===== src/rtl/cri_pkg.sv =====
package cri_pkg;

    typedef enum logic [1:0] {
        KIND_SPAN   = 2'd0,
        KIND_LENGTH = 2'd1,
        KIND_PAGE   = 2'd2
    } cmd_kind_e;

    typedef enum logic [3:0] {
        ST_IDLE,
        ST_DECODE,
        ST_QUIESCE,
        ST_RD,
        ST_CMP,
        ST_ADV,
        ST_DRAIN,
        ST_YIELD,
        ST_FINISH
    } seq_state_e;

endpackage


===== src/rtl/cri_decode.sv =====
module cri_decode
    import cri_pkg::*;
#(
    parameter int ADDR_W     = 32,
    parameter int LINE_SHIFT = 4,
    parameter int PAGE_SHIFT = 12
) (
    input  cmd_kind_e           kind,
    input  logic [ADDR_W-1:0]   start_addr,
    input  logic [ADDR_W-1:0]   arg,
    input  logic                wb_mode,
    output logic [ADDR_W-1:0]   first_addr,
    output logic [ADDR_W-1:0]   entries,
    output logic                misaligned
);
    localparam logic [ADDR_W-1:0] LINE_BYTES = ADDR_W'(1) << LINE_SHIFT;
    localparam logic [ADDR_W-1:0] LINE_MASK  = LINE_BYTES - 1'b1;
    localparam logic [ADDR_W-1:0] PAGE_BYTES = ADDR_W'(1) << PAGE_SHIFT;
    localparam logic [ADDR_W-1:0] PAGE_MASK  = PAGE_BYTES - 1'b1;

    logic [ADDR_W-1:0] lo, hi, lo_r, hi_r, span;

    always_comb begin
        unique case (kind)
            KIND_LENGTH: begin
                lo = start_addr;
                hi = start_addr + arg;
            end
            KIND_PAGE: begin
                lo = start_addr & ~PAGE_MASK;
                hi = (start_addr & ~PAGE_MASK) + PAGE_BYTES;
            end
            default: begin
                lo = start_addr;
                hi = arg;
            end
        endcase

        misaligned = wb_mode && (((lo | hi) & LINE_MASK) != '0);

        if (wb_mode) begin
            lo_r = lo;
            hi_r = hi;
        end else begin
            lo_r = lo & ~LINE_MASK;
            hi_r = (hi + LINE_BYTES) & ~LINE_MASK;
        end

        span       = hi_r - lo_r;
        entries    = span >> LINE_SHIFT;
        first_addr = lo_r;
    end
endmodule


===== src/rtl/cri_way_match.sv =====
module cri_way_match #(
    parameter int ADDR_W    = 32,
    parameter int TAG_LSB   = 12,
    parameter int VALID_BIT = 3
) (
    input  logic [ADDR_W-1:0] tag_word,
    input  logic [ADDR_W-1:0] cur_addr,
    output logic              hit
);
    localparam logic [ADDR_W-1:0] TAG_MASK = ~((ADDR_W'(1) << TAG_LSB) - 1'b1);

    always_comb begin
        hit = tag_word[VALID_BIT] && (((tag_word ^ cur_addr) & TAG_MASK) == '0);
    end
endmodule


===== src/rtl/cri_walker.sv =====
module cri_walker #(
    parameter int ADDR_W     = 32,
    parameter int LINE_SHIFT = 4,
    parameter int BURST_LOG2 = 4
) (
    input  logic              clk,
    input  logic              rst_n,
    input  logic              load,
    input  logic [ADDR_W-1:0] load_addr,
    input  logic [ADDR_W-1:0] load_count,
    input  logic              step,
    output logic [ADDR_W-1:0] cur_addr,
    output logic              count_zero,
    output logic              step_closes_burst
);
    localparam logic [ADDR_W-1:0] LINE_BYTES = ADDR_W'(1) << LINE_SHIFT;

    logic [ADDR_W-1:0] count_q;
    logic [ADDR_W-1:0] count_m1;

    always_ff @(posedge clk or negedge rst_n) begin
        if (!rst_n) begin
            cur_addr <= '0;
            count_q  <= '0;
        end else if (load) begin
            cur_addr <= load_addr;
            count_q  <= load_count;
        end else if (step) begin
            cur_addr <= cur_addr + LINE_BYTES;
            count_q  <= count_m1;
        end
    end

    always_comb begin
        count_m1          = count_q - 1'b1;
        count_zero        = (count_q == '0);
        step_closes_burst = (count_m1[BURST_LOG2-1:0] == '0);
    end


    burst_close_chk: assert property (@(posedge clk) disable iff (!rst_n)
        step && step_closes_burst |=> count_q[BURST_LOG2-1:0] == '0);
endmodule


===== src/rtl/cache_range_inval.sv =====
module cache_range_inval
    import cri_pkg::*;
#(
    parameter int ADDR_W     = 32,
    parameter int LINE_SHIFT = 4,
    parameter int INDEX_W    = 8,
    parameter int WAYS       = 4,
    parameter int PAGE_SHIFT = 12,
    parameter int BURST_LOG2 = 4,
    parameter int VALID_BIT  = 3,
    localparam int WAY_W     = $clog2(WAYS),
    localparam int TAG_LSB   = LINE_SHIFT + INDEX_W
) (
    input  logic                     clk,
    input  logic                     rst_n,
    input  logic                     cmd_valid,
    input  logic [1:0]               cmd_kind,
    input  logic [ADDR_W-1:0]        cmd_start,
    input  logic [ADDR_W-1:0]        cmd_arg,
    output logic                     cmd_ready,
    input  logic                     wb_mode,
    input  logic                     cache_on,
    output logic                     cache_en,
    input  logic                     cache_busy,
    output logic                     tag_rd,
    output logic                     tag_wr,
    output logic [WAY_W+INDEX_W-1:0] tag_addr,
    output logic [ADDR_W-1:0]        tag_wdata,
    input  logic [ADDR_W-1:0]        tag_rdata,
    output logic                     yield_req,
    input  logic                     yield_ack,
    output logic                     done,
    output logic                     handoff
);
    seq_state_e state_q, state_d;

    cmd_kind_e          kind_q;
    logic [ADDR_W-1:0]  start_q, arg_q;
    logic               handoff_q;
    logic [WAY_W-1:0]   way_q;

    logic [ADDR_W-1:0]  dec_first, dec_entries;
    logic               dec_misaligned;
    logic [ADDR_W-1:0]  cur_addr;
    logic               count_zero, step_closes_burst;
    logic               way_hit;
    logic               in_burst;

    cri_decode #(
        .ADDR_W(ADDR_W), .LINE_SHIFT(LINE_SHIFT), .PAGE_SHIFT(PAGE_SHIFT)
    ) u_decode (
        .kind(kind_q), .start_addr(start_q), .arg(arg_q), .wb_mode(wb_mode),
        .first_addr(dec_first), .entries(dec_entries), .misaligned(dec_misaligned)
    );

    cri_walker #(
        .ADDR_W(ADDR_W), .LINE_SHIFT(LINE_SHIFT), .BURST_LOG2(BURST_LOG2)
    ) u_walker (
        .clk(clk), .rst_n(rst_n),
        .load(state_q == ST_DECODE), .load_addr(dec_first), .load_count(dec_entries),
        .step(state_q == ST_ADV),
        .cur_addr(cur_addr), .count_zero(count_zero),
        .step_closes_burst(step_closes_burst)
    );

    cri_way_match #(
        .ADDR_W(ADDR_W), .TAG_LSB(TAG_LSB), .VALID_BIT(VALID_BIT)
    ) u_match (
        .tag_word(tag_rdata), .cur_addr(cur_addr), .hit(way_hit)
    );

    // state register
    always_ff @(posedge clk or negedge rst_n) begin
        if (!rst_n) state_q <= ST_IDLE;
        else        state_q <= state_d;
    end

    // command latch, hand-off flag and way counter
    always_ff @(posedge clk or negedge rst_n) begin
        if (!rst_n) begin
            kind_q    <= KIND_SPAN;
            start_q   <= '0;
            arg_q     <= '0;
            handoff_q <= 1'b0;
            way_q     <= '0;
        end else begin
            if (state_q == ST_IDLE && cmd_valid) begin
                kind_q  <= cmd_kind_e'(cmd_kind);
                start_q <= cmd_start;
                arg_q   <= cmd_arg;
            end
            if (state_q == ST_DECODE) handoff_q <= dec_misaligned;
            if (state_q == ST_QUIESCE || state_q == ST_ADV) way_q <= '0;
            else if (state_q == ST_CMP) way_q <= way_q + 1'b1;
        end
    end

    // next state
    always_comb begin
        state_d = state_q;
        unique case (state_q)
            ST_IDLE:    if (cmd_valid) state_d = ST_DECODE;
            ST_DECODE: begin
                if (dec_misaligned || !cache_on || dec_entries == '0) state_d = ST_FINISH;
                else                                                  state_d = ST_QUIESCE;
            end
            ST_QUIESCE: if (!cache_busy) state_d = ST_RD;
            ST_RD:      state_d = ST_CMP;
            ST_CMP:     state_d = (way_q == WAY_W'(WAYS - 1)) ? ST_ADV : ST_RD;
            ST_ADV:     state_d = step_closes_burst ? ST_DRAIN : ST_RD;
            ST_DRAIN:   if (!cache_busy) state_d = ST_YIELD;
            ST_YIELD:   if (yield_ack) state_d = count_zero ? ST_FINISH : ST_QUIESCE;
            ST_FINISH:  state_d = ST_IDLE;
            default:    state_d = ST_IDLE;
        endcase
    end

    // outputs
    always_comb begin
        in_burst  = (state_q == ST_QUIESCE) || (state_q == ST_RD) || (state_q == ST_CMP)
                 || (state_q == ST_ADV)     || (state_q == ST_DRAIN);
        cmd_ready = (state_q == ST_IDLE);
        cache_en  = cache_on && !in_burst;
        tag_rd    = (state_q == ST_RD);
        tag_wr    = (state_q == ST_CMP) && way_hit;
        tag_addr  = {way_q, cur_addr[TAG_LSB-1:LINE_SHIFT]};
        tag_wdata = '0;
        yield_req = (state_q == ST_YIELD);
        done      = (state_q == ST_FINISH);
        handoff   = (state_q == ST_FINISH) && handoff_q;
    end


    tag_access_gated_chk: assert property (@(posedge clk) disable iff (!rst_n)
        (tag_rd || tag_wr) |-> !cache_en);


    clear_after_read_chk: assert property (@(posedge clk) disable iff (!rst_n)
        tag_wr |-> $past(tag_rd) && tag_addr == $past(tag_addr));


    yield_hold_chk: assert property (@(posedge clk) disable iff (!rst_n)
        yield_req && !yield_ack |=> yield_req);


    yield_enable_chk: assert property (@(posedge clk) disable iff (!rst_n)
        yield_req |-> cache_en == cache_on);


    done_pulse_chk: assert property (@(posedge clk) disable iff (!rst_n)
        done |=> !done);


    idle_quiet_chk: assert property (@(posedge clk) disable iff (!rst_n)
        cmd_ready |-> !tag_rd && !tag_wr && !yield_req);


    handoff_with_done_chk: assert property (@(posedge clk) disable iff (!rst_n)
        handoff |-> done && !$past(tag_rd));
endmodule


===== config.mk =====
export PLATFORM = sky130hd
export DESIGN_NAME = cache_range_inval
export DESIGN_NICKNAME = d
export VERILOG_FILES = /design/src/rtl/cri_pkg.sv /design/src/rtl/cri_decode.sv /design/src/rtl/cri_way_match.sv /design/src/rtl/cri_walker.sv /design/src/rtl/cache_range_inval.sv
export SDC_FILE = /design/constraint.sdc
export NUM_CORES = 1
export LEC_CHECK = 0
export BUFFER_PORTS_ARGS = -buffer_cell sky130_fd_sc_hd__buf_2
export CAP_MARGIN = 10
export CORE_ASPECT_RATIO = 0.9
export CORE_UTILIZATION = 30
export CTS_CLUSTER_SIZE = 14
export DETAILED_ROUTE_END_ITERATION = 16
export GPL_ROUTABILITY_DRIVEN = 0
export PLACE_DENSITY = 0.54
export SYNTH_ARGS = -nofsm -noshare
export SYNTH_HDL_FRONTEND = slang
export SYNTH_SLANG_ARGS = --single-unit

===== constraint.sdc =====
create_clock -name clk -period 12.4 [get_ports clk]
set_input_delay 3.72 -clock clk [delete_from_list [all_inputs] [get_ports clk]]
set_output_delay 3.72 -clock clk [all_outputs]
set_load 0.02 [all_outputs]

Word-level counts from Yosys, hierarchy flattened:

Cells that the tools add are included.

* flip-flop bits (word level): 137
* bits of input ports: 105
* word-level logic and storage cells: 75

* add/subtract/negate cells: 7
* equal/unequal tests: 15
* multiplexer cells: 19
* bitwise operators: 2
* reduce and logical (&&, ||, !) cells: 24

Operator list (count)
* two-way mux 32 bit: 5
* logical NOT 32 bit: 3
* adder 32 x 5 -> 32 bit, second input constant: 2
* case mux 32 bit (2 select lines): 1
* adder 32 x 13 -> 32 bit, second input constant: 1
* adder 32 bit: 1
* case mux 4 bit (8 select lines): 1
* nonzero test 32 bit: 1
* subtractor 32 x 1 -> 32 bit, second input constant: 1
* subtractor 32 bit: 1
* bitwise XOR 32 bit: 1
* two-way mux 4 bit: 7
* equality test 4 x 3 -> 1 bit, second input constant: 4
* two-way mux 12 bit: 1
* equality test 4 x 2 -> 1 bit, second input constant: 2
* logical NOT 4 bit: 2
* logical OR 1 bit: 7
* logical AND 1 bit: 6
* two-way mux 3 bit: 2
* != test 2 bit, second input constant: 3
* equality test 2 bit, second input constant: 2
* equality test 4 x 1 -> 1 bit, second input constant: 1
* equality test 4 bit, second input constant: 1
* two-way mux 2 bit: 2
* other kinds (7): 9

Logic depth before layout (Yosys ltp):

* word-level depth: 9
* gate-level depth with buffers: 28

Cells and area by module:

A second synthesis with hierarchy kept.

* cell total of the unflattened synthesis: 1456
* area total of the unflattened synthesis: 12771.0 sq um

By module, submodules not included
* cri_decode: instances 1, cells an instance 768, area an instance 5356.4 sq um, seq. area each 0.0 sq um
* cri_walker: instances 1, cells an instance 425, area an instance 3807.4 sq um, seq. area each 1601.5 sq um
* cache_range_inval: instances 1, cells an instance 236, area an instance 3383.2 sq um, seq. area each 1826.8 sq um
* cri_way_match: instances 1, cells an instance 27, area an instance 224.0 sq um, seq. area each 0.0 sq um

Worst setup path after synthesis:

Ideal clock, no wire load.

* path kind: input port to output port
* from: in tag_rdata[27]
* to: out tag_wr
* data arrival time: 4.737 ns
* data required time: 8.680 ns
* setup slack: 3.943 ns
* stages on the path: 4
* path buffers: 0
* cells stage by stage: xor2_1 -> nor4_1 -> nand4_1 -> nor3_1

* cells in the longest elaborated chain, start to end: 4

Ends and longest elaborated chain
* start, declared: RTL line cache_range_inval.sv:29 `input logic [ADDR_W-1:0] tag_rdata,`
* bitwise XOR 32 bit: RTL line cri_way_match.sv:13 `hit = tag_word[VALID_BIT] && (((tag_word ^ cur_addr) & TAG_MASK) == '0);`
* logical NOT 32 bit: RTL line cri_way_match.sv:13
* logical AND 1 bit: RTL line cri_way_match.sv:13
* logical AND 1 bit: RTL line cache_range_inval.sv:125 `tag_wr = (state_q == ST_CMP) && way_hit;`
* end, declared: RTL line cache_range_inval.sv:26 `output logic tag_wr,`

Every way passes these cells.

Worst setup path in the final report:

Same ends and word-level chain as after synthesis.

==> flow_summary.yaml <==
sta:
  period_share: 0.689
  rsz0062_at_grt: "false"
  skew_ns: 0.00865
  post-route-min-period_ns: 8.54
  setup_violations: 0
  final_hold_viol_count: 0
  fmax_mhz: 117
  final-max-slew-violation-count: 0
  max_slew.worst_pin.slew_ns: 0.966
  timing.setup.tns_ns: 0
  maxSlewHeadroom: 0.354
clock_network:
  cts_setup_buffers: 0
  numClockSinks: 133
  cts_tree: "built"
  cts_made_buffers: 17
  hold_fix_buffers_at_cts: 0
  cts_htree_levels: 4
  clock_root_cell: "clkbuf_16"
  clock_path_buffers: 2
  clkTransAtPathRegs_ns: 0.06
  post_cts_resize_count: 0
  insertion_delay_ns: 0.45
final_layout:
  most_frequent_cells_in_the_layout: "nand2_1, dfrtp_1, a21oi_1, buf_2, o21ai_0"
  fill_cells: 4298
  proportion_of_layout_cells_with_a_drive_suffix_above_1: 0.159
  layout.nets: 1747
  insertedDiodeCount: 0
  final_common_cell: "nand2_1"
  area_delta_synth_final_pct: 11.4
global_route:
  vias_in_the_first_global_route: 10900
  grt_antenna_before_repair: 0
  globalRouteOverflowTotal: 0
  grt_pass1_wl_mm: 60.6
  grt_start_max_net_pins: 89
  grtUsageTotal: 0.181
logic_synthesis:
  synthesis.instances: 1520
  synth_top_cells_by_area: "dfrtp_1, ha_1, mux2_2"
  synth_top_cell_area_share: 0.269
  ys.warnings.count: 0
  post_synth_arst_share: 1.00
  synth_largest_area_cell: "dfrtp_1"
  synth_seq_cells: 133
  count_of_flip_flops_with_a_built_in_enable_after_synthesis: 0
  post_synth_num_cell_types: 92
  ys_seq_area_frac: 0.269
  syn-mean-instance-area_sq_um: 8.15
  synth-main-ff-cell: "dfrtp_1"
  synth_area_sq_um: 12400
critical_path:
  cp.depth: 6
  crit-reg2reg-capture: "state_q[3]"
  cp_cell_sequence: "buf_2 > xor2_1 > nor4_1 > nand4_1 > nor3_1 > buf_2"
  path_common_cell: "buf_2"
  crit_path_top_delay_cell: "nor4_1"
  max_stage_delay_ns: 0.32
  crit_arrival_ns: 4.82
  reg2reg_slack_ns: 5.76
  r2r-start: "kind_q[0]"
  worstPathRequired_ns: 8.68
  maximum_fanout_count_along_the_critical_path: 1
  critPathLaunchType: "primary input"
  end_kind: "primary output"
  ff2ff_path_depth: 24
  criticalPathCategory: "primary input to primary output"
  cp_num_buf_inv: 2
  critical_path_s_top_delay_family: "simple AND/OR/NAND/NOR gates"
drt:
  drc: 0
  route.antenna.remaining_nets: 0
  dr.first_iter.drc_count: 1071
  dr_total_vias: 11500
  post_drt_via_cell_ratio: 5.40
  post_drt_wl_per_cell_um: 17.9
  wirelength_mm: 37.9
  drt_pre_antenna_iters: 5
min_path:
  timing.hold.worst.start: "handoff_q"
  cell_count_of_the_worst_hold_path: 2
  min_delay_worst_endpoint: "handoff_q"
  hp-class: "register to register"
job:
  cap_viol_max_count: 0
status:
  run_status: "completed"
floorplan:
  start_util: 0.305
  floorplan.die.height_um: 195
  placementRows: 70
  io_pins: 154
  die_w_um: 216
  fp.dieArea_sq_um: 42100
  coreArea_sq_um: 40600
place:
  dpl.hpwl_mm: 28.2
  io_buffers: 110
## area by class of cell
class                   instances  area [sq um]  share of cell area
well taps                     540           676              0.0490
clock buffers                  20           457              0.0331
flip-flops and latches        133          3330               0.241
clock inverters                12           129             0.00934
inverters                      52           195              0.0141
repair buffers                119           624              0.0452
multi-input cells            1249          8390               0.608
## worst min-delay path, cell delays in order, from the launching register on
cell and delay (ns):
dfrtp_1 0.34, nand2_1 0.04, o21ai_0 0.06
## routing by layer
| layer | share of wire | global-route usage | up-vias |
|---|---|---|---|
| met5 | 0 | 0 | - |
| met1 | 0.51 | 0.266 | 5448 |
| met2 | 0.44 | 0.273 | 319 |
| met4 | 0.013 | 0.0420 | 0 |
| li1 | - | - | 5662 |
| met3 | 0.043 | 0.0319 | 37 |
## metrics by stage
step | setup WS [ns] | hold WS (ns) | instance area [sq um] | utilization | instances
5_1_grt | 3.70 | 0.504 | 13800 | 0.340 | 2125
3_5_place_dp | 3.88 | 0.467 | 13200 | 0.325 | 2093
3_3_place_gp | 3.81 | 0.455 | 13200 | 0.325 | 2093
4_1_cts | 3.87 | 0.491 | 13800 | 0.340 | 2125
6_report | 3.86 | 0.481 | 13800 | 0.340 | 2125
2_1_floorplan | 3.94 | 0.442 | 12500 | - | 1551
## synth_stat cells (all sizes together), types with 8 or more instances
| master | instances |
|---|---|
| nand2 | 146 |
| dfrtp | 133 |
| a21oi | 124 |
| o21ai | 104 |
| nor2 | 85 |
| mux2 | 71 |
| ha | 69 |
| buf | 60 |
| clkbuf | 57 |
| inv | 52 |
| nand3 | 52 |
| xnor2 | 52 |
| xor2 | 49 |
| nor3 | 43 |
| and3 | 30 |
| o22ai | 30 |
| a21o | 28 |
| nand4 | 25 |
| nand2b | 23 |
| or3 | 19 |
| o21a | 18 |
| nor2b | 15 |
| nor4 | 15 |
| a211oi | 14 |
| a22oi | 13 |
| mux2i | 12 |
| o31ai | 12 |
| and2 | 11 |
| nor3b | 11 |
| and4 | 10 |
| o211ai | 9 |
| a221oi | 8 |
| a22o | 8 |
| a31oi | 8 |
| or2 | 8 |
## flip-flops by register name, summed over array words and instances, names as in the netlist
| signal | cells |
|---|---|
| kind_q | 2 |
| way_q | 2 |
| handoff_q | 1 |
| arg_q | 32 |
| u_walker.count_q | 32 |
| start_q | 32 |
| u_walker.cur_addr | 28 |
| state_q | 4 |
## worst max-delay path by stage
| stage | slack, ns | start | endpoint |
|---|---|---|---|
| 3_5_place_dp | 3.88 | tag_rdata[27] | tag_wr |
| 5_1_grt | 3.70 | tag_rdata[27] | tag_wr |
| 6_report | 3.86 | tag_rdata[27] | tag_wr |
| 2_1_floorplan | 3.94 | tag_rdata[27] | tag_wr |
| 3_3_place_gp | 3.81 | tag_rdata[27] | tag_wr |
| 4_1_cts | 3.87 | tag_rdata[27] | tag_wr |
## logic make-up (layout without fill, tap and decap cells)
| group | count (synthesis) | count (layout) | share of synthesized area |
|---|---|---|---|
| xor gates and xnor gates | 101 | 101 | 0.0714 |
| other | 1 | 32 | 0.000303 |
| muxes | 83 | 83 | 0.0742 |
| DFF | 133 | 133 | 0.269 |
| and+or+nand+nor | 515 | 515 | 0.215 |
| adders and majority gates | 70 | 70 | 0.0713 |
| buffers and inverters | 169 | 203 | 0.0647 |
| AOI/OAI and AO/OA | 448 | 448 | 0.235 |
Power is not shown: default switching activity piles up to over one toggle a cycle in this logic, so the estimate is an artifact.
